File: src/rtl/brcr_pkg.sv
package brcr_pkg;

    typedef enum logic [1:0] {
        OCC_EMPTY = 2'd0,
        OCC_ONE   = 2'd1,
        OCC_FULL  = 2'd2
    } occ_e;

    function automatic occ_e occ_of(input logic [1:0] n);
        unique case (n)
            2'd0:    return OCC_EMPTY;
            2'd1:    return OCC_ONE;
            default: return OCC_FULL;
        endcase
    endfunction

endpackage

File: src/rtl/brcr_dispatch_route.sv
module brcr_dispatch_route (
    input  logic disp_valid,
    input  logic disp_is_cr,
    input  logic flush,
    input  logic br_room,
    input  logic cr_room,
    output logic br_push,
    output logic cr_push
);
    always_comb begin
        br_push = disp_valid && !flush && !disp_is_cr && br_room;
        cr_push = disp_valid && !flush &&  disp_is_cr && cr_room;
    end
endmodule

File: src/rtl/brcr_br_station.sv
module brcr_br_station
    import brcr_pkg::*;
#(
    parameter int unsigned TAG_W = 6
) (
    input  logic             clk,
    input  logic             rst_n,
    input  logic             flush,
    input  logic             push,
    input  logic [TAG_W-1:0] push_tag,
    input  logic             push_rdy,
    input  logic             push_ok,
    input  logic             res_valid,
    input  logic [TAG_W-1:0] res_tag,
    input  logic             res_ok,
    output logic             has_room,
    output logic             iss_valid,
    output logic [TAG_W-1:0] iss_tag,
    output logic             iss_ok
);
    localparam int unsigned SLOTS = 2;

    occ_e             occ_q, occ_d;
    logic [TAG_W-1:0] tag_q [SLOTS];
    logic [TAG_W-1:0] tag_d [SLOTS];
    logic [SLOTS-1:0] rdy_q, rdy_d, ok_q, ok_d;
    logic [1:0]       cnt, keep;

    // outputs: only the head may issue
    always_comb begin
        has_room  = (occ_q != OCC_FULL);
        iss_valid = (occ_q != OCC_EMPTY) && rdy_q[0] && !flush;
        iss_tag   = tag_q[0];
        iss_ok    = ok_q[0];
    end

    // next state
    always_comb begin
        cnt   = occ_q;
        tag_d = tag_q;
        rdy_d = rdy_q;
        ok_d  = ok_q;
        for (int i = 0; i < SLOTS; i++) begin
            if (res_valid && (2'(i) < cnt) && tag_q[i] == res_tag) begin
                rdy_d[i] = 1'b1;
                ok_d[i]  = res_ok;
            end
        end
        keep = cnt;
        if (iss_valid) begin
            tag_d[0] = tag_d[1];
            rdy_d[0] = rdy_d[1];
            ok_d[0]  = ok_d[1];
            keep     = cnt - 2'd1;
        end
        if (push) begin
            tag_d[keep[0]] = push_tag;
            rdy_d[keep[0]] = push_rdy;
            ok_d[keep[0]]  = push_ok;
            keep           = keep + 2'd1;
        end
        unique case (occ_q)
            OCC_EMPTY, OCC_ONE, OCC_FULL: occ_d = flush ? OCC_EMPTY : occ_of(keep);
            default:                      occ_d = OCC_EMPTY;
        endcase
    end

    // state register
    always_ff @(posedge clk) begin
        if (!rst_n) begin
            occ_q <= OCC_EMPTY;
            rdy_q <= '0;
            ok_q  <= '0;
            for (int i = 0; i < SLOTS; i++) tag_q[i] <= '0;
        end else begin
            occ_q <= occ_d;
            rdy_q <= rdy_d;
            ok_q  <= ok_d;
            for (int i = 0; i < SLOTS; i++) tag_q[i] <= tag_d[i];
        end
    end
endmodule

File: src/rtl/brcr_cr_station.sv
module brcr_cr_station
    import brcr_pkg::*;
#(
    parameter int unsigned TAG_W = 6
) (
    input  logic             clk,
    input  logic             rst_n,
    input  logic             flush,
    input  logic             push,
    input  logic [TAG_W-1:0] push_tag,
    input  logic             push_rdy,
    input  logic             wake_valid,
    input  logic [TAG_W-1:0] wake_tag,
    output logic             has_room,
    output logic             iss_valid,
    output logic [TAG_W-1:0] iss_tag
);
    localparam int unsigned SLOTS = 2;

    occ_e             occ_q, occ_d;
    logic [TAG_W-1:0] tag_q [SLOTS];
    logic [TAG_W-1:0] tag_d [SLOTS];
    logic [SLOTS-1:0] rdy_q, rdy_d;
    logic [1:0]       cnt, keep;
    logic             pick_old, pick_young;

    // outputs: oldest ready entry wins
    always_comb begin
        cnt        = occ_q;
        has_room   = (occ_q != OCC_FULL);
        pick_old   = (cnt != 2'd0) && rdy_q[0];
        pick_young = (cnt == 2'd2) && rdy_q[1] && !pick_old;
        iss_valid  = (pick_old || pick_young) && !flush;
        iss_tag    = pick_old ? tag_q[0] : tag_q[1];
    end

    // next state
    always_comb begin
        tag_d = tag_q;
        rdy_d = rdy_q;
        for (int i = 0; i < SLOTS; i++) begin
            if (wake_valid && (2'(i) < cnt) && tag_q[i] == wake_tag)
                rdy_d[i] = 1'b1;
        end
        keep = cnt;
        if (iss_valid) begin
            if (pick_old) begin
                tag_d[0] = tag_d[1];
                rdy_d[0] = rdy_d[1];
            end
            keep = cnt - 2'd1;
        end
        if (push) begin
            tag_d[keep[0]] = push_tag;
            rdy_d[keep[0]] = push_rdy;
            keep           = keep + 2'd1;
        end
        unique case (occ_q)
            OCC_EMPTY, OCC_ONE, OCC_FULL: occ_d = flush ? OCC_EMPTY : occ_of(keep);
            default:                      occ_d = OCC_EMPTY;
        endcase
    end

    // state register
    always_ff @(posedge clk) begin
        if (!rst_n) begin
            occ_q <= OCC_EMPTY;
            rdy_q <= '0;
            for (int i = 0; i < SLOTS; i++) tag_q[i] <= '0;
        end else begin
            occ_q <= occ_d;
            rdy_q <= rdy_d;
            for (int i = 0; i < SLOTS; i++) tag_q[i] <= tag_d[i];
        end
    end
endmodule

File: src/rtl/brcr_dispatch_stations.sv
module brcr_dispatch_stations #(
    parameter int unsigned TAG_W = 6
) (
    input  logic             clk,
    input  logic             rst_n,
    input  logic             flush,
    input  logic             disp_valid,
    input  logic             disp_is_cr,
    input  logic [TAG_W-1:0] disp_tag,
    input  logic             disp_opnd_rdy,
    input  logic             disp_pred_ok,
    output logic             br_disp_ready,
    output logic             cr_disp_ready,
    input  logic             br_res_valid,
    input  logic [TAG_W-1:0] br_res_tag,
    input  logic             br_res_ok,
    input  logic             cr_rdy_valid,
    input  logic [TAG_W-1:0] cr_rdy_tag,
    output logic             br_issue_valid,
    output logic [TAG_W-1:0] br_issue_tag,
    output logic             br_issue_pred_ok,
    output logic             cr_issue_valid,
    output logic [TAG_W-1:0] cr_issue_tag
);
    logic br_push, cr_push;

    brcr_dispatch_route u_route (
        .disp_valid (disp_valid),
        .disp_is_cr (disp_is_cr),
        .flush      (flush),
        .br_room    (br_disp_ready),
        .cr_room    (cr_disp_ready),
        .br_push    (br_push),
        .cr_push    (cr_push)
    );

    brcr_br_station #(.TAG_W(TAG_W)) u_br (
        .clk       (clk),
        .rst_n     (rst_n),
        .flush     (flush),
        .push      (br_push),
        .push_tag  (disp_tag),
        .push_rdy  (disp_opnd_rdy),
        .push_ok   (disp_pred_ok),
        .res_valid (br_res_valid),
        .res_tag   (br_res_tag),
        .res_ok    (br_res_ok),
        .has_room  (br_disp_ready),
        .iss_valid (br_issue_valid),
        .iss_tag   (br_issue_tag),
        .iss_ok    (br_issue_pred_ok)
    );

    brcr_cr_station #(.TAG_W(TAG_W)) u_cr (
        .clk        (clk),
        .rst_n      (rst_n),
        .flush      (flush),
        .push       (cr_push),
        .push_tag   (disp_tag),
        .push_rdy   (disp_opnd_rdy),
        .wake_valid (cr_rdy_valid),
        .wake_tag   (cr_rdy_tag),
        .has_room   (cr_disp_ready),
        .iss_valid  (cr_issue_valid),
        .iss_tag    (cr_issue_tag)
    );
endmodule

File: config.mk
export PLATFORM = sky130hd
export DESIGN_NAME = brcr_dispatch_stations
export DESIGN_NICKNAME = d
export VERILOG_FILES = /design/src/rtl/brcr_pkg.sv /design/src/rtl/brcr_dispatch_route.sv /design/src/rtl/brcr_br_station.sv /design/src/rtl/brcr_cr_station.sv /design/src/rtl/brcr_dispatch_stations.sv
export SDC_FILE = /design/constraint.sdc
export NUM_CORES = 1
export LEC_CHECK = 0
export ABC_AREA = 1
export BUFFER_PORTS_ARGS = -buffer_cell sky130_fd_sc_hd__buf_2
export CELL_PAD_IN_SITES_DETAIL_PLACEMENT = 0
export CELL_PAD_IN_SITES_GLOBAL_PLACEMENT = 1
export CORE_ASPECT_RATIO = 0.75
export CORE_MARGIN = 1.5
export CORE_UTILIZATION = 38
export CTS_BUF_LIST = sky130_fd_sc_hd__clkbuf_16
export DETAILED_ROUTE_END_ITERATION = 12
export GPL_ROUTABILITY_DRIVEN = 0
export PLACE_DENSITY = 0.88
export SYNTH_ARGS = -nofsm -noshare
export SYNTH_HDL_FRONTEND = slang
export SYNTH_HIERARCHICAL = 1
export SYNTH_SLANG_ARGS = --single-unit
File: constraint.sdc
create_clock -name clk -period 2.17 [get_ports clk]
set_input_delay 0.434 -clock clk [delete_from_list [all_inputs] [get_ports clk]]
set_output_delay 0.434 -clock clk [all_outputs]
set_load 0.02 [all_outputs]
# Word-level counts from Yosys, hierarchy flattened
# Index checks and enable logic that the tools add are counted.
# classes
add_sub_neg	4
magnitude_cmp	12
n_eq_ne	12
n_mux	38
bitwise_logic	5
n_reduce_logical	37
# op_table
cell	count
two-way mux 6 bit	6
bitwise mux 12 bit	2
equality test 6 bit	4
two-way mux 12 bit	2
logical AND 1 bit	23
two-way mux 2 bit	7
demux 6 bit (select 1 bit)	2
two-way mux 1 bit	12
OR reduction 3 bit	4
equality test 2 x 1 -> 1 bit (second input constant)	4
logical NOT 2 bit	4
less-than comparator 1 x 2 -> 1 bit (first input constant)	4
case mux 2 bit (2 select lines)	2
bitwise mux 2 bit	3
adder 2 x 1 -> 2 bit (second input constant)	2
equality test 2 bit (second input constant)	2
>= comparator 2 bit (second input constant)	2
less-than comparator 1 x 2 -> 1 bit (second input constant)	2
less-than comparator 2 x 1 -> 1 bit (second input constant)	2
!= test 2 bit (second input constant)	2
inverter 1 -> 2 bit	2
nonzero test 2 bit	2
subtractor 2 x 1 -> 2 bit (second input constant)	2
logical NOT 1 bit	3
other kinds (4)	8
# totals
ff_bits	34
input_bits	28
output_inout_bits	17
wordCells	117

# Depth between registers and ports, before layout
# Gate-level depths: netlist of the first run.
# logic_depth
ltp_word	14
depth_mapped	11

# By module
# Netlist of the first run, hierarchy kept.
# by_module_without_submodules
mod	n_inst	cells_per_inst	area_per_inst_um2	seq_area_each_um2
brcr_br_station	1	179	1182.4	360.3
brcr_cr_station	1	174	1111.1	320.3
brcr_dispatch_route	1	7	31.3	0.0

# Worst setup path before layout of the first run
# OpenSTA, ideal clock, no wires.
# synth_path
path_type	reg2reg
start	reg u_cr.occ_q[0] (netlist: u_cr/cnt[0])
end	reg with a tool-made name
setup_ns	0.131
arrival_ns	1.890
slack_ns	0.150
path_stages_with_launch	12
n_path_buf	1
cell_sequence	dfxtp_1 > inv_1 > ha_1 > nor2_4 > nand2_4 > nand2_4 > xor2_1 > ha_1 > inv_1 > clkbuf_1 > o21ai_0 > a21oi_1
# synth_rtl
element	line_no	rtl
from (decl)	brcr_cr_station.sv:20	occ_e occ_q, occ_d;
from (signal assigned)	brcr_cr_station.sv:67	occ_q <= OCC_EMPTY;
from (signal assigned)	brcr_cr_station.sv:71	occ_q <= occ_d;

# Worst setup path in the final report of the first run
# layout_path
start	reg u_cr.occ_q[1] (netlist: u_cr/cnt[1])
end	out cr_issue_tag[3]
# layout_between
elab_chain_len	3
# layout_lines
element	line_no	rtl
nonzero test 2 bit	brcr_cr_station.sv:31	pick_old = (cnt != 2'd0) && rdy_q[0];
logical AND 1 bit	brcr_cr_station.sv:31	
two-way mux 6 bit	brcr_cr_station.sv:34	iss_tag = pick_old ? tag_q[0] : tag_q[1];
to (decl)	brcr_dispatch_stations.sv:23	output logic [TAG_W-1:0] cr_issue_tag
# No other way between the ends.

==> impl_results.md, run 1 <==
* Status: completed
* PwrDens at roughly 560 mW/mm^2
* Average cell area after synthesis at 6.458 sq um
* Cell leakage power at 1.401 nW
* Worst setup timing slack at the placement stage at roughly 0.13 ns
* Final-report max-slew violation count at 0
* Root Buffer Master: sky130_fd_sc_hd__clkbuf_16
* Post-synthesis instance total at between 300 and 400
* Cells on Worst Hold Path at 3
* Final WL at 5.433 mm
* Clock H-tree levels at 2
* Number of ports placed on the die boundary at between 40 and 50
* Syn. warnings at 6
* Relative slew slack at between 80% and 90%
* Hold violation count in the final report at 0
* Horizontal die dimension at 93.32 microns
* Worst Setup Start Kind: flip-flop
* Arrival time worst endpoint at ~1.6 ns
* Type of the worst min-delay path: input port to flip-flop
* WHS Endpoint: u_br/iss_tag[2]
* Commonest cells after routing, fill and taps aside: 101 x sky130_fd_sc_hd__nand2_1, 47 x sky130_fd_sc_hd__inv_1, 46 x sky130_fd_sc_hd__nor2_1
* Startpoint of the tightest hold check path: disp_tag[2]
* Type of the setup path with the least slack: flip-flop to output port
* Number of port buffers at 44
* Worst IR Drop VDD at about 460 uV
* Detail Placement HPWL at 4.417 mm
* Number of global-route vias before repair at roughly 2k
* Die Y-Extent at between 70 and 80 microns
* Required time at the endpoint of the critical path at between 1.5 and 2 ns
* Clock Sink Count at 34
* Clk pin slew, worst setup/hold paths at approximately 0.060 ns
* Post-Syn Area at 0.002325 sq mm
* Postcts setup bufs at 0
* Flop-to-flop setup slack at between 0.2 and 0.25 ns
* Overall track demand over capacity in global routing at 17.08%
* Site row count at 24
* CTS Buf Count at 5
* CTS Hold Bufs at 0
* Critical path startpoint: u_cr/cnt[1]
* Relative area change from synthesis to final layout at 17.38%
* Fraction of layout cells with a size suffix above 1 at 20.79%
* Number of register bits inferred by synthesis at 34
* Nets in the synthesized netlist at between 300 and 400
* Vias per inst at approximately 4.5
* Setup clock skew after layout at 0.004736 ns
* Remaining DRCs at 0
* Endpoint type of the worst setup path: output port
* Met1 wire length at 2.787 mm
* Final cell utilization of the core at a little under half
* Worst-path fanout max at 12
* Max-capacitance violation count at 0
* Antenna violations before repair at 0
* Maximum number of pins on one net before global-route repair at 19
* Number of distinct library cell variants in the gate-level netlist after synthesis at 30
* Launch point of the worst reg-to-reg path: u_cr/cnt[1]
* Final setup violation count at 0
* TritonCTS clock tree: built
* Maximum clock rate at roughly 490 MHz
* Global-route wire length before repair at 8.976 mm
* Slack of the critical path at roughly 0.12 ns
* Number of nets with antenna violations after detailed routing at 0
* Worst Reg2Reg Path Length in Cells at 10
* Drt first pass iters at 5
* Met2 WL post-DR at 2.301 mm
* Std-Cell Core Area at just under 0.006 sq mm
* Number of antenna cells inserted at 0
* Top routing layer used: met4
* Tightest Pin Transition at ~0.28 ns
* Final worst path period share at 94.36%
* Most common cell after layout, fill and taps aside: sky130_fd_sc_hd__nand2_1
* Initial core utilization at slightly below 40%
* Sequential area share after synthesis at 29.28%
* Clock latency on the worst-skew pair at roughly 0.27 ns
* Total grt overflow at 0
* Total via count after detailed routing at ~2.2k
* Post-layout nets at about 440
* Buffers from clock root to sink, at most at 2
* Clock period minus final worst setup slack at slightly above 2 ns
* Total die area at around 0.0066 sq mm
* Average detailed-routed wire length per instance at roughly 11 microns
* WL met3 at between 300 and 400 microns
* Hold Slack at about 0.45 ns
* Detailed Route Iter0 Violations at about 110
-- how the worst max path moves through the flow --
stage                 endpoint  slack, ns  cells after the start
6_report       cr_issue_tag[3]       0.12                      7
5_1_grt              flip-flop     -0.008                     10
4_1_cts        cr_issue_tag[3]       0.03                      7
3_5_place_dp         flip-flop       0.13                     10
3_3_place_gp         flip-flop       0.19                     10
2_1_floorplan        flip-flop       0.15                     11
-- report_power, final --
part / internal [mW] / switching, mW
Sequential: 0.642 / 0.0164
Combinational: 0.0715 / 0.115
Clock: 0.418 / 0.254
Total: 1.13 / 0.386
-- final cells by class --
type,count,area [sq um]
Inverter,58,217.7
Tap cell,78,97.59
Clock inverter,3,16.27
Clock buffer,5,125.1
Timing Repair Buffer,49,261.5
Sequential cell,34,681.9
Fill cell,617,3127
Multi-Input combinational cell,255,1329
-- critical path, cell delays in order (launching register included) --
cell and delay, ns:
sky130_fd_sc_hd__dfxtp_1 0.39, sky130_fd_sc_hd__inv_1 0.08, sky130_fd_sc_hd__ha_1 0.22, sky130_fd_sc_hd__nor2_4 0.15, sky130_fd_sc_hd__buf_6 0.15, sky130_fd_sc_hd__nand2_1 0.05
sky130_fd_sc_hd__o21ai_0 0.09, sky130_fd_sc_hd__buf_2 0.20
-- repair_timing --
action,CTS,global route
endpoints found under the setup margin,3,7
resized for setup,1,2
gates cloned,0,0
-- synth_stat cells (all sizes together) --
master  instances  share of area, %
a21oi          12               2.6
a31oi           2              0.54
and3            1              0.27
buf            10               3.7
clkbuf          3              0.48
dfxtp          34                29
ha             10               5.4
inv            58               9.4
nand2         107                19
nand3          23               6.1
nand3b          2              0.65
nand4           1              0.27
nor2           48               8.2
nor3            1              0.22
o211ai          1              0.32
o21ai          36               8.2
xnor2           4               1.5
xor2            7               4.1
-- per-stage QoR --
step	TNS (ns)	instances	cell area (sq um)	power (mW)
floorplan	0	360	2325	0.7939
global placement	0	474	2582	0.8560
detailed placement	0	474	2582	0.8584
CTS	0	482	2724	1.534
global route	-0.007744	482	2729	1.588
finish	0	482	2729	1.518
-- metal layers --
metal  vias to the layer above  GRT usage (%)
li1                       1186              -
met5                         -              0
met3                         2          3.871
met1                       946          23.86
met4                         0          2.862
met2                        48          27.29
-- cells by family after synthesis --
kind of cell,count (synthesis),synth area share [%]
buffers and inverters,71,13.56
AO/OA/AOI/OAI,51,11.68
XOR/XNOR,11,5.597
flip-flops,34,29.28
adder cells (fa/ha/maj),10,5.382
AND/OR/NAND/NOR,183,34.50
(Power assumes the default switching activity.)
==> inputs of run 2 (changes only) <==
--- a/config.mk
+++ b/config.mk
@@ -15,7 +15,7 @@
 export CTS_BUF_LIST = sky130_fd_sc_hd__clkbuf_16
 export DETAILED_ROUTE_END_ITERATION = 12
 export GPL_ROUTABILITY_DRIVEN = 0
-export PLACE_DENSITY = 0.88
+export PLACE_DENSITY = 0.78
 export SYNTH_ARGS = -nofsm -noshare
 export SYNTH_HDL_FRONTEND = slang
 export SYNTH_HIERARCHICAL = 1
==> impl_results.md, run 2 (synthesis results as in run 1) <==
* Worst setup timing slack at the placement stage at 0.08188 ns
* Postcts setup bufs at 0
* Clock Sink Count at 34
* Slack of the critical path at 0.1380 ns
* Clock period minus final worst setup slack at ~2 ns
* Endpoint type of the worst setup path: output port
* Filler cell count in the final layout at around 670
* Flop-to-flop setup slack at about 0.2 ns
* Maximum number of pins on one net before global-route repair at 19
* Vias per inst at 4.557
* Clock latency on the worst-skew pair at around 0.28 ns
* Ordered cell list for the critical path: inv_1 -> ha_1 -> inv_2 -> nand3_4 -> buf_4 -> inv_1 -> buf_2
* Number of antenna cells inserted at 0
* Most common cell after layout, fill and taps aside: sky130_fd_sc_hd__nand2_1
* Relative area change from synthesis to final layout at 18.19%
* Detailed Route Iter0 Violations at approximately 90
* Cell count after placement at about 470
* Arrival time worst endpoint at 1.60 ns
* PwrDens at a little under 600 mW/mm^2
* Remaining DRCs at 0
* Final WL at 5.617 mm
* Max-capacitance violation count at 0
* Filler-free cell count of the finished design at roughly 480
* Post-route total power at ~1.6 mW
* Status: completed
* Total via count after detailed routing at about 2.2k
* Global-route wire length before repair at 9.708 mm
* Commonest cells after routing, fill and taps aside: 101 x sky130_fd_sc_hd__nand2_1, 47 x sky130_fd_sc_hd__inv_1, 46 x sky130_fd_sc_hd__nor2_1
* CTS Hold Bufs at 0
* Worst IR Drop VDD at ~320 uV
* Final-report max-slew violation count at 0
* Final cell utilization of the core at between 40% and 50%
* Site row count at 24
* Final worst path period share at approximately 94%
* Antenna violations before repair at 0
* Top cell by count, worst path: sky130_fd_sc_hd__inv_1
* Tightest Pin Transition at 0.3317 ns
* Total grt overflow at 0
* Critical-path top delay cell: sky130_fd_sc_hd__dfxtp_1
* Setup clock skew after layout at approximately 0.0065 ns
* Initial core utilization at roughly two fifths
* Fraction of layout cells with a size suffix above 1 at about a fifth
* Detail Placement HPWL at approximately 4.4 mm
* Final setup violation count at 0
* Cell leakage power at 1.411 nW
* Root Buffer Master: sky130_fd_sc_hd__clkbuf_16
* Drt first pass iters at 4
* Worst Setup Start Kind: flip-flop
* Clock H-tree levels at 2
* Crit-path max cell delay at approximately 0.42 ns
* Horizontal die dimension at about 93 microns
* Type of the setup path with the least slack: flip-flop to output port
* Hold Slack at 0.4390 ns
* Required time at the endpoint of the critical path at between 1.5 and 2 ns
* Maximum clock rate at 492.1 MHz
* Die Y-Extent at 70.74 microns
* Hold violation count in the final report at 0
* Number of port buffers at 44
* Clk pin slew, worst setup/hold paths at ~0.050 ns
* Overall track demand over capacity in global routing at 18.72%
* TritonCTS clock tree: built
* Number of global-route vias before repair at between 2k and 2.5k
* Average detailed-routed wire length per instance at between 10 and 15 microns
* Worst-path fanout max at 11
* Total die area at 0.006601 sq mm
* Relative slew slack at between 70 and 80%
* Type of the worst min-delay path: input port to flip-flop
* Std-Cell Core Area at between 0.005 and 0.006 sq mm
* CTS Buf Count at 5
* Buffers from clock root to sink, at most at 2
* Post-layout nets at ~440
* Number of nets with antenna violations after detailed routing at 0
* Number of ports placed on the die boundary at 45
==> run 2: layer usage <==
metal | wire length (microns) | vias to the layer above | global-route usage, %
met4 | 59 | 0 | 6.061
li1 | - | 1185 | -
met5 | 0 | - | 0
met3 | 266 | 4 | 3.871
met2 | 2306 | 43 | 29.31
met1 | 2985 | 960 | 25.74
==> run 2: through the flow <==
stage	TNS, ns	instance area, sq um
after floorplan	0	2325
after CTS	0	2741
after global placement	0	2582
after detailed placement	0	2582
final	0	2748
after global routing	-0.001941	2748
==> run 2: area by class of cell <==
class                           instances  area (sq um)  area share [%]
Timing Repair Buffer                   49         261.5           9.517
Tap cell                               78         97.59           3.552
Clock inverter                          2         33.78           1.230
Clock buffer                            5         125.1           4.554
Multi-Input combinational cell        255          1329           48.36
Sequential cell                        34         683.2           24.86
Inverter                               58         217.7           7.923
==> run 2: critical path, delay by kind of cell, from the launching register on <==
kind                     cells  cell delay [ns]
adder cells (fa/ha/maj)      1             0.22
flip-flops                   1             0.42
AND/OR/NAND/NOR              1             0.07
buffers and inverters        5             0.61
==> run 2: final timing paths <==
| kind | start | endpoint | depth (start not counted) |
|---|---|---|---|
| setup reg to reg | u_cr/cnt[0] | flip-flop | 10 |
| hold reg to reg | flip-flop | flip-flop | 2 |
| hold / removal | disp_tag[1] | u_br/iss_tag[1] | 3 |
| setup / recovery | u_br/cnt[0] | br_issue_valid | 7 |
==> run 2: power by group <==
| part | internal (mW) | total [mW] | leakage (nW) | switching [mW] |
|---|---|---|---|---|
| Sequential | 0.642 | 0.658 | 0.277 | 0.0161 |
| Combinational | 0.0718 | 0.188 | 1.06 | 0.116 |
| Clock | 0.531 | 0.783 | 0.0773 | 0.252 |
| Total | 1.24 | 1.63 | 1.41 | 0.384 |
==> run 2: repair_timing <==
| action | CTS | global route |
|---|---|---|
| setup endpoints to repair | 4 | 12 |
| resized for setup | 1 | 5 |
| gates cloned | 0 | 0 |
==> inputs of run 3 (changes only) <==
--- a/config.mk
+++ b/config.mk
@@ -16,6 +16,7 @@
 export DETAILED_ROUTE_END_ITERATION = 12
 export GPL_ROUTABILITY_DRIVEN = 0
 export PLACE_DENSITY = 0.78
+export SETUP_SLACK_MARGIN = 0.2
 export SYNTH_ARGS = -nofsm -noshare
 export SYNTH_HDL_FRONTEND = slang
 export SYNTH_HIERARCHICAL = 1
==> impl_results.md, run 3 (synthesis results as in run 1) <==
* Number of global-route vias before repair at 2103
* Clock latency on the worst-skew pair at roughly 0.27 ns
* Power share of the sequential group at 43.9%
* Antenna violations before repair at 0
* Worst Reg2Reg Path Length in Cells at 10
* Setup clock skew after layout at 0.002489 ns
* Remaining DRCs at 0
* Number of port buffers at between 40 and 50
* Endpoint type of the worst setup path: output port
* Layer with the highest usage after global routing: met1
* Site row count at 24
* Global routing met2 resource utilization at 27.13%
* Clock Sink Count at 34
* Final cell area excluding filler cells at around 0.0028 sq mm
* Hold violation count in the final report at 0
* Average detailed-routed wire length per instance at between 10 and 15 microns
* Overall track demand over capacity in global routing at between 10% and 20%
* Required time at the endpoint of the critical path at around 1.7 ns
* CTS Buf Count at 5
* Worst setup timing slack at the placement stage at approximately 0.14 ns
* Total grt overflow at 0
* Initial core utilization at between 30% and 40%
* Filler-free cell count of the finished design at between 400 and 500
* Maximum number of pins on one net before global-route repair at 18
* Detailed Route Iter0 Violations at about 130
* Startpoint of the tightest hold check path: disp_tag[1]
* PwrDens at roughly 530 mW/mm^2
* Tightest Pin Transition at ~0.32 ns
* Buffers from clock root to sink, at most at 2
* Fraction of layout cells with a size suffix above 1 at 22.72%
* Type of the worst min-delay path: input port to flip-flop
* Worst-path fanout max at 6
* Detail Placement HPWL at around 4.5 mm
* Net switching power at around 0.37 mW
* Most common cell after layout, fill and taps aside: sky130_fd_sc_hd__nand2_1
* Clock period minus final worst setup slack at between 1.5 and 2 ns
* CTS Hold Bufs at 0
* Final WL at 5.687 mm
* WHS Endpoint: u_cr/tag_q[7]
* Post-layout nets at around 440
* Launch point of the worst reg-to-reg path: u_cr/cnt[0]
* Relative slew slack at 78.54%
* Sum of negative setup slack at 0 ns
* Final cell utilization of the core at 47.80%
* Flop-to-flop setup slack at between 0.3 and 0.4 ns
* Max-capacitance violation count at 0
* Cell leakage power at roughly 1.4 nW
* Net Sw Frac at 24.88%
* Number of nets with antenna violations after detailed routing at 0
* Commonest cells after routing, fill and taps aside: 99 x sky130_fd_sc_hd__nand2_1, 47 x sky130_fd_sc_hd__inv_1, 46 x sky130_fd_sc_hd__nor2_1
* Drt first pass iters at 4
* Final worst path period share at 86.50%
* Maximum clock rate at around 530 MHz
* TritonCTS clock tree: built
* Combinational cell fraction of total power at 12.7%
* Slack of the critical path at 0.2929 ns
* Number of antenna cells inserted at 0
* Clk pin slew, worst setup/hold paths at approximately 0.05 ns
* Relative area change from synthesis to final layout at 20.40%
* Global-route wire length before repair at about 10 mm
* Clock H-tree levels at 2
* Status: completed
* Vias per inst at roughly 4.6
* Number of ports placed on the die boundary at 45
* Std-Cell Core Area at 0.005856 sq mm
* Die Y-Extent at ~71 microns
* Type of the setup path with the least slack: flip-flop to output port
* Internal power contribution at 1.123 mW
* Final-report max-slew violation count at 0
* Arrival time worst endpoint at around 1.4 ns
* Final setup violation count at 0
* Worst Setup Start Kind: flip-flop
* DP Area at about 0.0026 sq mm
* Total via count after detailed routing at 2215
* Root Buffer Master: sky130_fd_sc_hd__clkbuf_16
* Worst IR Drop VDD at between 200 and 300 uV
* Total die area at 0.006601 sq mm
* Cell count after placement at about 470
* Share of total power in the clock network at between 40 and 50%
* Met1 track utilization from global routing at 27.50%
* RSZ-0062 raised after global routing: true
* Met3 usage at under 10%
* Horizontal die dimension at 93.32 microns
* Cells on Worst Hold Path at 3
==> run 3: cell type report <==
type	count	area, sq um
tap	78	97.59
timing repair buffer	51	297.8
clock inverter	2	7.507
clock buffer	5	125.1
multi-input combinational	255	1355
fill	642	3057
inverter	58	222.7
sequential	34	693.2
==> run 3: worst max-delay path by stage <==
stage	from	end	slack, ns	depth (start not counted)
2_1_floorplan	u_cr/cnt[0]	flip-flop	0.22	10
3_3_place_gp	u_cr/cnt[0]	flip-flop	0.22	10
3_5_place_dp	u_cr/cnt[0]	flip-flop	0.14	10
4_1_cts	u_cr/cnt[0]	cr_issue_tag[2]	0.20	7
5_1_grt	u_cr/cnt[0]	flip-flop	0.18	10
6_report	u_cr/cnt[0]	cr_issue_tag[4]	0.29	7
==> run 3: repair_timing <==
item / CTS / global route
buffers inserted: 0 / 1
cloned: 1 / 0
pin swaps: 1 / 1
endpoints found under the setup margin: 14 / 14
resized for setup: 7 / 28
==> run 3: layer usage <==
metal | part of all wire, % | wire, microns | up-vias
met5 | 0 | 0 | -
met4 | 0.33 | 19 | 0
met3 | 4.5 | 258 | 2
met2 | 42 | 2399 | 39
met1 | 53 | 3011 | 984
li1 | - | - | 1190
==> run 3: power groups by stage <==
stage | Sequential [mW] | Clock [mW] | Combinational (mW)
global placement | 0.672 | 0 | 0.187
CTS | 0.658 | 0.671 | 0.189
detailed placement | 0.672 | 0 | 0.187
floorplan | 0.669 | 0 | 0.126
global route | 0.658 | 0.696 | 0.218
finish | 0.657 | 0.648 | 0.190
==> run 3: worst max-delay path, stage by stage, from the launching register on <==
cell and delay [ns]:
sky130_fd_sc_hd__dfxtp_4 0.38, sky130_fd_sc_hd__inv_6 0.04, sky130_fd_sc_hd__ha_4 0.16, sky130_fd_sc_hd__nor2_4 0.16, sky130_fd_sc_hd__buf_6 0.15, sky130_fd_sc_hd__nand2_1 0.05
sky130_fd_sc_hd__o21ai_1 0.07, sky130_fd_sc_hd__buf_4 0.15
==> run 3: metrics by stage <==
stage                     hold slack (ns)  power [mW]
after floorplan                    0.4558      0.7941
after global placement             0.4822      0.8583
after detailed placement           0.4840      0.8595
after CTS                          0.4431       1.518
after global routing               0.4557       1.572
final                              0.4469       1.495
